<file path="config.mk">
export PLATFORM = sky130hd
export DESIGN_NAME = audio_serial_clkgen
export DESIGN_NICKNAME = d
export VERILOG_FILES = /design/src/rtl/audclk_pkg.sv /design/src/rtl/bclk_divider.sv /design/src/rtl/wsel_divider.sv /design/src/rtl/phase_retime.sv /design/src/rtl/audio_serial_clkgen.sv
export SDC_FILE = /design/constraint.sdc
export NUM_CORES = 1
export LEC_CHECK = 0
export ABC_CLOCK_PERIOD_IN_PS = 2500
export BUFFER_PORTS_ARGS = -buffer_cell sky130_fd_sc_hd__buf_2
export CORE_MARGIN = 2
export CORE_UTILIZATION = 55
export CTS_CLUSTER_SIZE = 14
export DETAILED_ROUTE_END_ITERATION = 10
export GPL_ROUTABILITY_DRIVEN = 0
export GPL_TIMING_DRIVEN = 0
export PLACE_DENSITY = 0.75
export SKIP_CTS_REPAIR_TIMING = 1
export SYNTH_ARGS = -nofsm -noshare
export SYNTH_HDL_FRONTEND = slang
export SYNTH_HIERARCHICAL = 1
export SYNTH_SLANG_ARGS = --single-unit
</file>
<file path="constraint.sdc">
create_clock -name mclk -period 2.5 [get_ports mclk]
set_clock_uncertainty 0.1 [all_clocks]
set_input_delay 0.125 -clock mclk [delete_from_list [all_inputs] [get_ports mclk]]
set_output_delay 0.125 -clock mclk [all_outputs]
set_load 0.1 [all_outputs]
</file>
<file path="src/rtl/audclk_pkg.sv">
package audclk_pkg;
   localparam int unsigned DIV_W_MIN = 2;
   localparam int unsigned DIV_W_MAX = 16;

   typedef enum logic {
      EDGE_FALL = 1'b0,
      EDGE_RISE = 1'b1
   } edge_e;
endpackage

</file>
<file path="src/rtl/bclk_divider.sv">
module bclk_divider #(
   parameter int unsigned DIV_W = 6
) (
   input  logic             clk,
   input  logic             rst,
   input  logic [DIV_W-1:0] div_cfg,
   output logic             bclk_p,
   output logic             tick
);
   logic [DIV_W-1:0] cnt_q;
   logic [DIV_W-1:0] lim_q;

   // terminal count ends the current half-period
   assign tick = (cnt_q == lim_q);

   always_ff @(posedge clk) begin
      if (rst) begin
         cnt_q  <= '0;
         lim_q  <= div_cfg;
         bclk_p <= 1'b0;
      end else if (tick) begin
         cnt_q  <= '0;
         lim_q  <= div_cfg;
         bclk_p <= ~bclk_p;
      end else begin
         cnt_q  <= cnt_q + 1'b1;
      end
   end

   p_cnt_in_range_r1: assert property (@(posedge clk) disable iff (rst)
      cnt_q <= lim_q)
      else $error("bit counter beyond limit");

   p_limit_held_r6: assert property (@(posedge clk) disable iff (rst)
      !tick |=> $stable(lim_q))
      else $error("bit limit reloaded mid half-period");

   p_level_held_r1: assert property (@(posedge clk) disable iff (rst)
      !tick |=> $stable(bclk_p))
      else $error("bit clock moved before terminal count");

   p_reset_clear_r7: assert property (@(posedge clk)
      rst |=> (!bclk_p && cnt_q == '0))
      else $error("reset did not clear bit divider");
endmodule

</file>
<file path="src/rtl/wsel_divider.sv">
module wsel_divider #(
   parameter int unsigned DIV_W = 6
) (
   input  logic             clk,
   input  logic             rst,
   input  logic [DIV_W-1:0] div_cfg,
   input  logic             edge_sel,
   input  logic             b_tick,
   input  logic             b_now,
   output logic             wsel_p
);
   import audclk_pkg::*;

   logic [DIV_W-1:0] cnt_q;
   logic [DIV_W-1:0] lim_q;
   logic [DIV_W-1:0] lim_safe;
   logic             b_event;
   logic             w_tick;
   edge_e            want_edge;

   // zero would stall the output; it is promoted to one
   assign lim_safe  = (div_cfg == '0) ? DIV_W'(1) : div_cfg;
   assign want_edge = edge_e'(edge_sel);
   // the bit clock is about to take the selected new level
   assign b_event   = b_tick && (edge_e'(~b_now) == want_edge);
   assign w_tick    = b_event && (cnt_q == lim_q - 1'b1);

   always_ff @(posedge clk) begin
      if (rst) begin
         cnt_q  <= '0;
         lim_q  <= lim_safe;
         wsel_p <= 1'b0;
      end else if (w_tick) begin
         cnt_q  <= '0;
         lim_q  <= lim_safe;
         wsel_p <= ~wsel_p;
      end else if (b_event) begin
         cnt_q  <= cnt_q + 1'b1;
      end
   end

   p_limit_nonzero_r5: assert property (@(posedge clk) disable iff (rst)
      lim_q != '0)
      else $error("word limit is zero");

   p_cnt_below_limit_r2: assert property (@(posedge clk) disable iff (rst)
      cnt_q < lim_q)
      else $error("word counter beyond limit");

   p_limit_held_r6: assert property (@(posedge clk) disable iff (rst)
      !w_tick |=> $stable(lim_q))
      else $error("word limit reloaded mid half-period");

   p_reset_clear_r7: assert property (@(posedge clk)
      rst |=> (!wsel_p && cnt_q == '0))
      else $error("reset did not clear word divider");
endmodule

</file>
<file path="src/rtl/phase_retime.sv">
module phase_retime #(
   parameter int unsigned W       = 2,
   parameter bit          FALL_EN = 1'b1
) (
   input  logic         clk,
   input  logic         rst,
   input  logic         sel_rise,
   input  logic [W-1:0] d,
   output logic [W-1:0] q
);
   generate
      if (FALL_EN) begin : g_fall
         logic [W-1:0] q_n;

         // half-cycle delay moves the change onto the falling edge
         always_ff @(negedge clk) begin
            if (rst) q_n <= '0;
            else     q_n <= d;
         end

         assign q = sel_rise ? d : q_n;

         p_fall_lag_r3: assert property (@(posedge clk) disable iff (rst)
            !sel_rise |-> (q_n == d))
            else $error("falling-edge copy out of step");
      end else begin : g_rise_only
         assign q = d;
      end
   endgenerate
endmodule

</file>
<file path="src/rtl/audio_serial_clkgen.sv">
module audio_serial_clkgen #(
   parameter int unsigned DIV_W   = 6,
   parameter bit          FALL_EN = 1'b1
) (
   input  logic             mclk,
   input  logic             rst,
   input  logic [DIV_W-1:0] bdiv_cfg,
   input  logic [DIV_W-1:0] wdiv_cfg,
   input  logic             bclk_phase,
   input  logic             ws_phase,
   output logic             bclk_o,
   output logic             ws_o
);
   import audclk_pkg::*;

   localparam int unsigned OUT_W = 2;

   generate
      if (DIV_W < DIV_W_MIN || DIV_W > DIV_W_MAX) begin : g_bad_width
         $error("DIV_W outside supported range");
      end
   endgenerate

   logic             bclk_p;
   logic             b_tick;
   logic             wsel_p;
   logic [OUT_W-1:0] out_q;

   bclk_divider #(.DIV_W(DIV_W)) u_bdiv (
      .clk     (mclk),
      .rst     (rst),
      .div_cfg (bdiv_cfg),
      .bclk_p  (bclk_p),
      .tick    (b_tick)
   );

   wsel_divider #(.DIV_W(DIV_W)) u_wdiv (
      .clk      (mclk),
      .rst      (rst),
      .div_cfg  (wdiv_cfg),
      .edge_sel (ws_phase),
      .b_tick   (b_tick),
      .b_now    (bclk_p),
      .wsel_p   (wsel_p)
   );

   phase_retime #(.W(OUT_W), .FALL_EN(FALL_EN)) u_retime (
      .clk      (mclk),
      .rst      (rst),
      .sel_rise (bclk_phase),
      .d        ({wsel_p, bclk_p}),
      .q        (out_q)
   );

   assign bclk_o = out_q[0];
   assign ws_o   = out_q[1];

   p_ws_on_bclk_edge_r4: assert property (@(posedge mclk) disable iff (rst)
      !$stable(wsel_p) |-> (!$stable(bclk_p) && bclk_p == $past(ws_phase)))
      else $error("word select moved off the chosen bit-clock edge");
endmodule

</file>
==> results of run 1 <==
final timing paths:
kind,to,cells after the start
worst max register to register,u_wdiv/lim_q[3],6
worst max-delay path,ws_o,2
worst min register to register,u_bdiv/cnt_q[0],1
worst min-delay path,u_wdiv/cnt_q[1],5
Yosys cell counts, types with 2 or more instances:
library cell	n	area, sq um
a21oi_2	2	17.52
clkbuf_1	5	18.77
dfxtp_1	16	320.3
edfxtp_1	12	360.4
ha_1	3	37.54
inv_1	5	18.77
mux2_2	2	22.52
nand2_1	7	26.28
nand3_1	4	20.02
nor2_1	9	33.78
nor2_2	5	31.28
nor2b_1	2	12.51
nor3_1	2	10.01
o21ai_0	2	10.01
or3_1	2	12.51
or4_1	2	15.01
xnor2_1	14	122.6
xor2_1	9	78.83
cell type report:
class / count / share of cell area
timing repair buffer: 30 / 0.1437
clock inverter: 2 / 0.004563
buffer: 5 / 0.01141
inverter: 4 / 0.009125
clock buffer: 4 / 0.02890
tap: 28 / 0.02129
sequential: 28 / 0.4137
multi-input combinational: 81 / 0.3673
worst reg2reg max path, cell delays in order (launching register included):
cell and delay, ns:
edfxtp_1 0.41, xnor2_1 0.20, nand4_2 0.17, nor2_1 0.14, nand2_1 0.15, nor4_2 0.44, a31o_4 0.34
cells by family after synthesis:
kind of cell,after synthesis,share of synthesized area
and+or+nand+nor,40,0.1660
DFF,28,0.5161
xor gates and xnor gates,23,0.1528
AOI/OAI and AO/OA,13,0.09109
buffers and inverters,10,0.02847
adders and majority gates,3,0.02847
muxes,2,0.01708
layer usage:
metal	global-route usage	vias up
met3	0.03390	2
met1	0.2036	429
met4	0.05128	0
met2	0.2667	18
li1	-	477
met5	0	-
state kept, by name, summed over array words and instances (netlist names):
| name | cells |
|---|---|
| u_bdiv/cnt_q | 6 |
| u_bdiv/lim_q | 6 |
| u_wdiv/cnt_q | 6 |
| u_wdiv/lim_q | 6 |
| u_retime/g_fall.q_n | 2 |
| u_bdiv/bclk_p | 1 |
| u_wdiv/wsel_p | 1 |
per-stage QoR:
| step | instances | TNS [ns] | hold WS [ns] |
|---|---|---|---|
| global placement | 164 | 0 | 0.2016 |
| global route | 182 | -0.2950 | 0.2325 |
| finish | 182 | -0.2054 | 0.2200 |
| floorplan | 119 | 0 | 0.09407 |
| CTS | 169 | -0.4670 | -0.1495 |
| detailed placement | 164 | 0 | 0.2031 |
power by group through the flow:
stage | combinational [W] | clock [W] | sequential, W
floorplan | 0.0000630 | 0.00000752 | 0.000521
detailed placement | 0.0000860 | 0.00000752 | 0.000525
CTS | 0.0000865 | 0.000272 | 0.000514
global placement | 0.0000826 | 0.00000752 | 0.000523
global route | 0.000115 | 0.000293 | 0.000518
finish | 0.000103 | 0.000266 | 0.000515
==> flow_summary.toml, run 1 <==
[critical_path]
cp_cell_sequence = "mux2_4 -> buf_12"
r2r_slack_ns = 0.28
crit_buf_inv = 1
path_max_fanout = 1
required_ns = 2.28
critPathTopFamily = "flip-flops"
r2r_start = "u_bdiv/lim_q[1]"
critPathMaxStageDelay_ns = 0.30
startpoint = "u_retime/g_fall.q_n[1]"
arrival_ns = 2.38
critical_path_class = "flop to output port"
start_kind = "flop"
cpMaxStageDelayCell = "dfxtp_1"
setup.worst_path.end_class = "output port"

[final_layout]
diodes = 0
seq_area_sq_um = 680.7
drive_above_1_share = 0.2273
finish.instance_area_sq_mm = 0.001645
multiInputGateArea_sq_um = 604.3
fin_util = 0.7367
syn_to_final_growth_pct = 24.76
nNetsFinal = 174
n_fill_cell = 156
layout_commonest_cell = "dfxtp_1"
mostFrequentLayoutCells = "dfxtp_1 (16), buf_2 (15), xnor2_1 (14), dlygate4sd3_1 (13), edfxtp_1 (12)"

[route]
avgRoutedWirePerCell_microns = 12.41
drtPass1Iterations = 4
dr.first_iter.drc_count = 4
vias = 926
wirelength_microns = 2258
drcViolationCount = 0
highest_layer = "met4"
wl_met1_microns = 988
dr_wl_met2_microns = 1166
viasPerCell = 5.088
drtAntennaViolNets = 0
wl_met3_microns = 87

[clock_network]
clock_latency_ns = 0.32
cts-root-buf = "clkbuf_4"
cts.sinks = 28
cts_tree = "done"
cts_buffers = 3
htreeDepth = 1
cts_buffer_depth = 2
clk_pin_slew_worst_paths_ns = 0.15

[hold_path]
hp-start = "ws_phase"
min_path_type = "primary input to flop"

[global_route]
grt_max_degree = 17
grt.overflow.total = 0
grt_pass1_vias = 798
grt_use_total = 0.1592
grt_first_pass_wirelength_microns = 3277
antenna_found_initial = 0

[die]
start_util = 0.5905
die-area_sq_mm = 0.002805
die_y_microns = 52.97
rows = 17
die-width_microns = 52.97
core_sq_mm = 0.002233
ios = 18

[logic_synthesis]
synth_area_sq_mm = 0.001319
syn_inst = 119
ys_seq_area_frac = 0.5161
async_flop_share = 0
ys_warn_count = 6
synth_cell_type_count = 34
synth.net_count = 138
avgSynthCellArea_sq_um = 11.08
synth_edf_count = 12
synth_flop_cell = "dfxtp_1"
ys_seq_elements = 28

[sta]
fin_ws_ns = -0.1096
hold_viol_final = 0
rsz0062_at_grt = "true"
worst_pin_slew_ns = 0.5382
setup_viol = 2
relSlewSlack = 0.6409
slew_violations = 0

[power_and_ir_drop]
p_comb_frac = 0.117
p_int_w = 0.0006801
p_clk_frac = 0.301
ir_worst_vdd_mv = 0.4433
switchingPower_w = 0.0002035
p_leak_nw = 0.6315
pwr-share-seq = 0.583
power_w = 0.0008836
powerDensity_mw_per_mm2 = 537.0
swShare = 0.2303

[place]
portBuffers = 17
placed_area_sq_mm = 0.001439
post-place-ws_ns = 0.1718
dpl.hpwl_microns = 1474

[job]
cap_viol_max_count = 0

[status]
status = "finished with violations"
violations = "negative setup slack"
Power figures use the tool's default switching activity.
==> run 2: changes to the inputs <==
--- a/config.mk
+++ b/config.mk
@@ -7,6 +7,7 @@
 export LEC_CHECK = 0
 export ABC_CLOCK_PERIOD_IN_PS = 2500
 export BUFFER_PORTS_ARGS = -buffer_cell sky130_fd_sc_hd__buf_2
+export CORE_ASPECT_RATIO = 0.9
 export CORE_MARGIN = 2
 export CORE_UTILIZATION = 55
 export CTS_CLUSTER_SIZE = 14
@@ -14,6 +15,7 @@
 export GPL_ROUTABILITY_DRIVEN = 0
 export GPL_TIMING_DRIVEN = 0
 export PLACE_DENSITY = 0.75
+export REMOVE_ABC_BUFFERS = 1
 export SKIP_CTS_REPAIR_TIMING = 1
 export SYNTH_ARGS = -nofsm -noshare
 export SYNTH_HDL_FRONTEND = slang
==> run 2 against run 1 <==
- cell count down 3.3%
- sequential share of layout area up 1.1 points
- the run still ends with negative setup slack left
- clock power down 27%
- combinational power about the same
- largest cell class unchanged
- die area about the same
- first-iteration DRC count rose to 2.5 times the previous value
- final area down 2.5%
- register-to-register slack worse by 0.06 ns
- via count down 3.6%
- routed wire length down 6.8%
==> flow_summary.toml, run 2 (synthesis gave the netlist of run 1 again) <==
[sta]
worst_pin_slew_ns = 0.5297
fin_ws_ns = -0.09556
relSlewSlack = 0.6466
tns_ns = -0.1819
rsz0062_at_grt = "true"
hold_viol_final = 0
setup_viol = 2
slew_violations = 0

[power_and_ir_drop]
p_leak_nw = 0.6145
ir_worst_vdd_mv = 0.5817
power_w = 0.0008077
powerDensity_mw_per_mm2 = 503.6

[place]
numPlacedInstances = 158
dpl.hpwl_microns = 1554
portBuffers = 17

[route]
viasPerCell = 5.074
drtPass1Iterations = 4
wirelength_microns = 2104
dr.first_iter.drc_count = 10
vias = 893
drcViolationCount = 0
avgRoutedWirePerCell_microns = 11.95
drtAntennaViolNets = 0

[clock_network]
cts_tree = "done"
cts.sinks = 28
cts-root-buf = "clkbuf_4"
clk_pin_slew_worst_paths_ns = 0.14
htreeDepth = 1
clock_latency_ns = 0.32
cts_buffers = 3
cts_buffer_depth = 2

[critical_path]
setup.worst_path.end_class = "output port"
r2r-end = "u_wdiv/lim_q[5]"
required_ns = 2.28
crit_buf_inv = 1
critical_path_class = "flop to output port"
startpoint = "u_retime/g_fall.q_n[1]"
path_max_fanout = 1
cp_cell_sequence = "mux2_2 -> buf_6"
arrival_ns = 2.37
cpMaxStageDelayCell = "dfxtp_1"
r2r_start = "u_bdiv/cnt_q[2]"
critPathMaxStageDelay_ns = 0.29
r2r_slack_ns = 0.22
start_kind = "flop"
cp.depth = 2
r2r_cells = 6
critPathTopFamily = "flip-flops"

[global_route]
grt_pass1_vias = 847
grt.overflow.total = 0
grt_max_degree = 16
grt.busiest_layer = "met2"
grt_use_total = 0.1611
use_met1 = 0.2047
grt_first_pass_wirelength_microns = 3512
met3_usage = 0.04897
grt_util_met2 = 0.2778
antenna_found_initial = 0

[final_layout]
nNetsFinal = 169
diodes = 0
final_cells = 176
drive_above_1_share = 0.2282
fin_util = 0.7218
syn_to_final_growth_pct = 21.63
layout_commonest_cell = "dfxtp_1"
mostFrequentLayoutCells = "dfxtp_1 (16), buf_2 (15), xnor2_1 (14), dlygate4sd3_1 (13), edfxtp_1 (12)"

[die]
rows = 16
start_util = 0.5935
die-area_sq_mm = 0.002806
die_y_microns = 50.46
ios = 18
core_sq_mm = 0.002222
die-width_microns = 55.62

[hold_path]
holdPathEnd = "u_wdiv/cnt_q[1]"
min_delay_path_depth = 5
min_path_type = "primary input to flop"
hp-start = "ws_phase"

[status]
status = "finished with violations"
violations = "negative setup slack"

[job]
cap_viol_max_count = 0
-- run 2: layout make-up --
class	count	area, sq um
flip-flops and latches	28	680.7
fillers	164	618.1
multi-input cells	81	604.3
repair buffers	30	236.5
well taps	27	33.78
clock buffers	4	26.28
inverters	4	15.01
clock inverters	2	7.507
-- run 2: worst max path at each step --
stage | end | slack (ns)
finish | ws_o | -0.1
global route | ws_o | -0.15
CTS | ws_o | -0.22
detailed placement | ws_o | 0.18
global placement | ws_o | 0.20
floorplan | bclk_o | 0.27
-- run 2: metrics by stage --
stage          area (sq um)  setup WS [ns]  hold WS, ns
2_1_floorplan          1300         0.2651      0.09407
3_3_place_gp           1419         0.2018       0.2017
3_5_place_dp           1419         0.1788       0.2031
4_1_cts                1449        -0.2195      -0.1427
5_1_grt                1604        -0.1534       0.2513
6_report               1604       -0.09556       0.2185
-- run 2: worst reg2reg max path, cell delays in order, from the launching register on --
cell,delay (ns)
dfxtp_1,0.45
xnor2_1,0.16
nand4_2,0.15
nor2_1,0.16
nand2_1,0.14
nor4_2,0.47
a31o_4,0.35
-- run 2: routing by layer --
layer  share of wire  up-vias
met5               0        -
met4               0        0
met3           0.043        0
met2            0.52       21
met1            0.44      405
li1                -      467
-- run 2: where the power goes --
| group | internal, W | leakage, nW | total (W) | switching, W |
|---|---|---|---|---|
| Combinational | 0.0000546 | 0.342 | 0.0000999 | 0.0000453 |
| Clock | 0.0000665 | 0.0256 | 0.000193 | 0.000127 |
| Sequential | 0.000498 | 0.247 | 0.000514 | 0.0000165 |
